File: src/rtl/cpu_status_pkg.sv
package cpu_status_pkg;

  typedef enum logic [3:0] {
    OP_NOP  = 4'h0,
    OP_ADD  = 4'h1,
    OP_SUB  = 4'h2,
    OP_SHL  = 4'h3,
    OP_SHR  = 4'h4,
    OP_ROL  = 4'h5,
    OP_MOV  = 4'h6,
    OP_BIT  = 4'h7,
    OP_EI   = 4'h8,
    OP_DI   = 4'h9,
    OP_SETG = 4'hA,
    OP_CLRG = 4'hB,
    OP_CLRV = 4'hC,
    OP_BRK  = 4'hD
  } op_e;

  // flag positions inside the status word
  localparam int unsigned FL_C = 0;
  localparam int unsigned FL_Z = 1;
  localparam int unsigned FL_I = 2;
  localparam int unsigned FL_H = 3;
  localparam int unsigned FL_B = 4;
  localparam int unsigned FL_G = 5;
  localparam int unsigned FL_V = 6;
  localparam int unsigned FL_N = 7;

  localparam int unsigned NUM_FLAGS = 8;
  localparam int unsigned NIBBLE_W  = 4;

endpackage

File: src/rtl/cpu_status_alu.sv
module cpu_status_alu
  import cpu_status_pkg::*;
#(
  parameter int unsigned DW = 8
) (
  input  op_e            op_i,
  input  logic [DW-1:0]  a_i,
  input  logic [DW-1:0]  b_i,
  input  logic           cin_i,
  input  logic [DW-1:0]  mem_i,
  output logic [DW-1:0]  res_o,
  output logic           c_o,
  output logic           h_o,
  output logic           v_o,
  output logic           n_o,
  output logic           z_o
);

  localparam int unsigned MSB = DW - 1;

  logic [DW:0]         sum_w;
  logic [DW:0]         diff_w;
  logic [NIBBLE_W:0]   lo_sum_w;

  assign sum_w    = {1'b0, a_i} + {1'b0, b_i};
  assign diff_w   = {1'b0, a_i} - {1'b0, b_i};
  assign lo_sum_w = {1'b0, a_i[NIBBLE_W-1:0]} + {1'b0, b_i[NIBBLE_W-1:0]};

  always_comb begin
    res_o = a_i;
    c_o   = 1'b0;
    h_o   = 1'b0;
    v_o   = 1'b0;
    unique case (op_i)
      OP_ADD: begin
        res_o = sum_w[DW-1:0];
        c_o   = sum_w[DW];
        h_o   = lo_sum_w[NIBBLE_W];
        v_o   = (a_i[MSB] == b_i[MSB]) && (sum_w[MSB] != a_i[MSB]);
      end
      OP_SUB: begin
        res_o = diff_w[DW-1:0];
        c_o   = ~diff_w[DW];
        h_o   = (a_i[NIBBLE_W-1:0] >= b_i[NIBBLE_W-1:0]);
        v_o   = (a_i[MSB] != b_i[MSB]) && (diff_w[MSB] != a_i[MSB]);
      end
      OP_SHL: begin
        res_o = {a_i[DW-2:0], 1'b0};
        c_o   = a_i[MSB];
      end
      OP_SHR: begin
        res_o = {1'b0, a_i[DW-1:1]};
        c_o   = a_i[0];
      end
      OP_ROL: begin
        res_o = {a_i[DW-2:0], cin_i};
        c_o   = a_i[MSB];
      end
      OP_BIT:  res_o = a_i & mem_i;
      default: res_o = a_i;
    endcase
  end

  assign n_o = res_o[MSB];
  assign z_o = (res_o == '0);

  // carry after subtract means no unsigned borrow
  always_comb begin
    if (op_i == OP_SUB) begin
      a_r3_sub_no_borrow: assert (c_o == (a_i >= b_i));
    end
    // add result plus carry rebuilds the wide sum
    if (op_i == OP_ADD) begin
      a_r2_add_sum: assert ({c_o, res_o} == ({1'b0, a_i} + {1'b0, b_i}));
    end
  end

endmodule

File: src/rtl/cpu_status_flags.sv
module cpu_status_flags
  import cpu_status_pkg::*;
#(
  parameter int unsigned DW = 8
) (
  input  logic                  clk,
  input  logic                  rst_n,
  input  logic                  op_valid_i,
  input  op_e                   op_i,
  input  logic                  c_i,
  input  logic                  h_i,
  input  logic                  v_i,
  input  logic                  n_i,
  input  logic                  z_i,
  input  logic [DW-1:0]         mem_i,
  input  logic                  irq_accept_i,
  output logic [NUM_FLAGS-1:0]  flags_o
);

  localparam int unsigned MSB = DW - 1;

  logic [NUM_FLAGS-1:0] flags_q;
  logic [NUM_FLAGS-1:0] flags_d;

  always_comb begin
    flags_d = flags_q;
    if (op_valid_i) begin
      unique case (op_i)
        OP_ADD, OP_SUB: begin
          flags_d[FL_C] = c_i;
          flags_d[FL_V] = v_i;
          flags_d[FL_N] = n_i;
          flags_d[FL_Z] = z_i;
          flags_d[FL_H] = flags_q[FL_H] | h_i;
        end
        OP_SHL, OP_SHR, OP_ROL: begin
          flags_d[FL_C] = c_i;
          flags_d[FL_N] = n_i;
          flags_d[FL_Z] = z_i;
        end
        OP_MOV: begin
          flags_d[FL_N] = n_i;
          flags_d[FL_Z] = z_i;
        end
        OP_BIT: begin
          flags_d[FL_N] = mem_i[MSB];
          flags_d[FL_V] = mem_i[MSB-1];
          flags_d[FL_Z] = z_i;
        end
        OP_EI:   flags_d[FL_I] = 1'b1;
        OP_DI:   flags_d[FL_I] = 1'b0;
        OP_SETG: flags_d[FL_G] = 1'b1;
        OP_CLRG: flags_d[FL_G] = 1'b0;
        OP_CLRV: begin
          flags_d[FL_V] = 1'b0;
          flags_d[FL_H] = 1'b0;
        end
        OP_BRK:  flags_d[FL_B] = 1'b1;
        default: flags_d = flags_q;
      endcase
    end
    if (irq_accept_i) flags_d[FL_I] = 1'b0;
  end

  always_ff @(posedge clk or negedge rst_n) begin
    if (!rst_n) flags_q <= '0;
    else        flags_q <= flags_d;
  end

  assign flags_o = flags_q;

  a_r8_accept_clears_i: assert property (@(posedge clk) disable iff (!rst_n)
    irq_accept_i |=> !flags_q[FL_I]);

  a_r9_h_cleared_by_clrv_only: assert property (@(posedge clk) disable iff (!rst_n)
    (flags_q[FL_H] && !(op_valid_i && op_i == OP_CLRV)) |=> flags_q[FL_H]);

  a_r11_break_sticky: assert property (@(posedge clk) disable iff (!rst_n)
    flags_q[FL_B] |=> flags_q[FL_B]);

  a_r10_setg_sets_page: assert property (@(posedge clk) disable iff (!rst_n)
    (op_valid_i && op_i == OP_SETG) |=> flags_q[FL_G]);

  a_r12_idle_holds: assert property (@(posedge clk) disable iff (!rst_n)
    (!op_valid_i && !irq_accept_i) |=> $stable(flags_q));

endmodule

File: src/rtl/cpu_status_reg.sv
module cpu_status_reg
  import cpu_status_pkg::*;
#(
  parameter int unsigned DW = 8
) (
  input  logic          clk,
  input  logic          rst_n,
  input  logic          op_valid,
  input  logic [3:0]    op_code,
  input  logic [DW-1:0] opnd_a,
  input  logic [DW-1:0] opnd_b,
  input  logic          rot_cin,
  input  logic [DW-1:0] mem_byte,
  input  logic          irq_accept,
  output logic [NUM_FLAGS-1:0] status,
  output logic [DW-1:0] result,
  output logic          irq_gate,
  output logic          dp_page_bit
);

  op_e  op_w;
  logic c_w, h_w, v_w, n_w, z_w;

  assign op_w = op_e'(op_code);

  cpu_status_alu #(.DW(DW)) u_alu (
    .op_i  (op_w),
    .a_i   (opnd_a),
    .b_i   (opnd_b),
    .cin_i (rot_cin),
    .mem_i (mem_byte),
    .res_o (result),
    .c_o   (c_w),
    .h_o   (h_w),
    .v_o   (v_w),
    .n_o   (n_w),
    .z_o   (z_w)
  );

  cpu_status_flags #(.DW(DW)) u_flags (
    .clk          (clk),
    .rst_n        (rst_n),
    .op_valid_i   (op_valid),
    .op_i         (op_w),
    .c_i          (c_w),
    .h_i          (h_w),
    .v_i          (v_w),
    .n_i          (n_w),
    .z_i          (z_w),
    .mem_i        (mem_byte),
    .irq_accept_i (irq_accept),
    .flags_o      (status)
  );

  assign irq_gate    = status[FL_I];
  assign dp_page_bit = status[FL_G];

endmodule

File: config.mk
export PLATFORM = sky130hd
export DESIGN_NAME = cpu_status_reg
export DESIGN_NICKNAME = d
export VERILOG_FILES = /design/src/rtl/cpu_status_pkg.sv /design/src/rtl/cpu_status_alu.sv /design/src/rtl/cpu_status_flags.sv /design/src/rtl/cpu_status_reg.sv
export SDC_FILE = /design/constraint.sdc
export NUM_CORES = 1
export LEC_CHECK = 0
export ABC_AREA = 0
export CORE_ASPECT_RATIO = 2
export CORE_MARGIN = 5
export CORE_UTILIZATION = 40
export CTS_BUF_LIST = sky130_fd_sc_hd__clkbuf_4 sky130_fd_sc_hd__clkbuf_8
export DETAILED_ROUTE_END_ITERATION = 16
export DONT_BUFFER_PORTS = 1
export GPL_TIMING_DRIVEN = 0
export PLACE_DENSITY_LB_ADDON = 0.3
export SYNTH_ARGS = -nofsm -noshare
export SYNTH_HDL_FRONTEND = slang
export SYNTH_SLANG_ARGS = --single-unit
File: constraint.sdc
create_clock -name clk -period 2.3 [get_ports clk]
set_clock_uncertainty 0.2 [all_clocks]
set_input_delay 0.115 -clock clk [delete_from_list [all_inputs] [get_ports clk]]
set_output_delay 0.115 -clock clk [all_outputs]
set_load 0.02 [all_outputs]
==> flow_summary.ini <==
[outcome]
status = complete, no violations

[synth]
synth-seq-cells = 8
syn_inst = 248
yosys.area.top_type = ha_1
synth_edf_count = 0
yosysSeqAreaShare_pct = 10.3
synth_cell_types = 68
yosys-top-cells-area = ha_1, dfrtp_1, buf_6
synth.cell_area_um2 = 1930
syn_area_per_cell_um2 = 7.80
synth_ff_type = dfrtp_1
syn-num-nets = 300
netlist.area_leader.share_pct = 11.0
ys_warn_count = 0
asyncSetResetFlopFracSynth_pct = 100

[clock_tree]
cts.clk_slew.worst_paths_ps = 40
clockBufferDepth = 2
cts_tree = built
clock_sinks = 8
clk_latency_ps = 220
htree_levels = 1
cts_made_buffers = 3
cts-root-buf = clkbuf_8

[job]
cap_viol_max_count = 0

[floorplan]
die-area_um2 = 6410
die_h_um = 108
start_util_pct = 41.7
io_pins = 51
core-area_um2 = 4640
num_rows = 35
die_width_um = 59.2

[route]
drt_wl_total_um = 6070
ant_nets = 0
via_count = 1959
routedWlPerCell_um = 19.6
drt_iter0_markers = 56
drt_first_pass_iters = 4
drc = 0
via_per_inst = 6.32

[cells_and_area]
fin_nets = 309
n_antenna_cell = 0
final_common_cell = nand2_1
largest_reg_flops = 8
layout_common_cells = nand2_1, inv_1, nor2_1, o21ai_0, ha_1
syn_to_final_growth_pct = 12.9
seqCellArea_um2 = 200
final_core_util_pct = 47.0
final_layout_size_suffix_gt1_share_pct = 22.0
fill_cells = 503
multiInputGateArea_um2 = 1600

[timing]
setup_ws_ps = 60.4
fin_crit_sh_pct = 97.4
rsz0062_at_grt = true
worstMarginPinSlew_ps = 767
max_clock_freq_mhz = 447
whs_ps = 16.1
finalHoldViolCount = 0
period_needed_ps = 2240
max_slew_margin_pct = 48.7
final-setup-viol-count = 0
report.final.slew_viol_count = 0

[grt]
grt_max_degree = 11
grt_pass1_vias = 1987
grt_overflow = 0
antenna_found_initial = 0
grt_pass1_wl_um = 9400
track_usage_pct = 19.0

[placed_design]
dp.final_hpwl_um = 4940
io_buffers = 0
post-place-ws_ps = -436
gp_congestion = 0.923

[critical_path]
end_kind = flop
critPathKind = in2reg
worstPathRequired_ps = 2230
path_max_fanout = 3
worst_setup_path_start_kind = input port
critical_path_arrival_ps = 2170

[power_and_ir_drop]
p_leak_nw = 0.898
vdd_drop_max_uv = 318
powerDensity_nw_per_um2 = 385

[worst_hold_path]
min_path_type = in2reg
## critical path: stages
cell        delay, ps
clkinvlp_4         80
ha_4              160
fa_2              360
nand3b_1          230
a21boi_2          160
o21ai_2           100
a2111oi_4         380
a31oi_4           110
nand4b_1          260
o31ai_2           210
## stage by stage
step | total power [mW] | setup TNS (ps) | instance area, µm² | std cells
2_1_floorplan | 0.555 | 0 | 1940 | 248
3_3_place_gp | 0.631 | -366 | 2010 | 303
3_5_place_dp | 0.636 | -436 | 2010 | 303
4_1_cts | 0.828 | -45.4 | 2150 | 310
5_1_grt | 0.889 | -19.9 | 2180 | 310
6_report | 0.840 | 0 | 2180 | 310
## cell usage after synthesis, types with 4 or more instances
master and number:
inv_1 19, nand2_1 19, o21ai_0 18, ha_1 17
nor2_1 16, a21oi_1 15, buf_6 9, dfrtp_1 8
a22oi_1 7, a21o_1 5, nand2b_1 5, o21ai_1 5
o22ai_1 5, xnor2_1 5, a211oi_1 4, buf_2 4
nand3_1 4, nor2b_1 4, o211ai_2 4
## kinds of logic (layout without fill, tap and decap cells)
| group | count (synthesis) | in the layout | synth area share [%] |
|---|---|---|---|
| AOI/OAI and AO/OA | 96 | 96 | 36.3 |
| xor gates and xnor gates | 6 | 6 | 3.10 |
| adders and majority gates | 19 | 19 | 13.1 |
| buffers and inverters | 39 | 46 | 11.9 |
| DFF | 8 | 8 | 10.3 |
| muxes | 5 | 5 | 2.98 |
| and+or+nand+nor | 75 | 75 | 22.3 |
## where the power goes
| group | internal [mW] | switching (mW) | total [mW] |
|---|---|---|---|
| Sequential | 0.165 | 0.0470 | 0.212 |
| Clock | 0.113 | 0.0521 | 0.165 |
| Combinational | 0.189 | 0.274 | 0.463 |
| Total | 0.467 | 0.373 | 0.840 |
## path summary, 6_finish.rpt
check	startpoint	endpoint	slack (ps)	cells after the start
max	opnd_a[0]	u_flags.flags_o[1]	60	10
min	opnd_a[1]	u_flags.flags_o[1]	20	3
max reg2reg	u_flags.flags_o[6]	u_flags.flags_o[6]	1280	2
min reg2reg	u_flags.flags_o[4]	u_flags.flags_o[4]	420	1
max in group asynchronous	rst_n	u_flags.flags_o[7]	1610	1
min in group asynchronous	rst_n	u_flags.flags_o[3]	30	1
## what timing repair did
item	CTS	global route
buffers inserted	1	0
gates resized for setup	13	5
endpoints found under the hold margin	11	0
hold buffers	3	0
endpoints found under the setup margin	3	3
pin swaps	3	5
## final cells by class
cell class | count | area share [%]
Multi-Input combinational cell | 201 | 73.4
Sequential cell | 8 | 9.17
Buffer | 19 | 7.11
Inverter | 20 | 3.61
Tap cell | 55 | 3.15
Clock buffer | 3 | 1.89
Timing Repair Buffer | 4 | 1.72
## routing by layer
metal  routed length (µm)  GRT usage, %  vias up  share of wire, %
li1                     -             -      936                 -
met1                 2040          18.3      913                34
met2                 3230          34.6       79                53
met3                  351          3.11       31               5.8
met4                  445          13.3        0               7.3
met5                    0             0        -                 0
No activity file was read; power rests on OpenSTA's default activity.
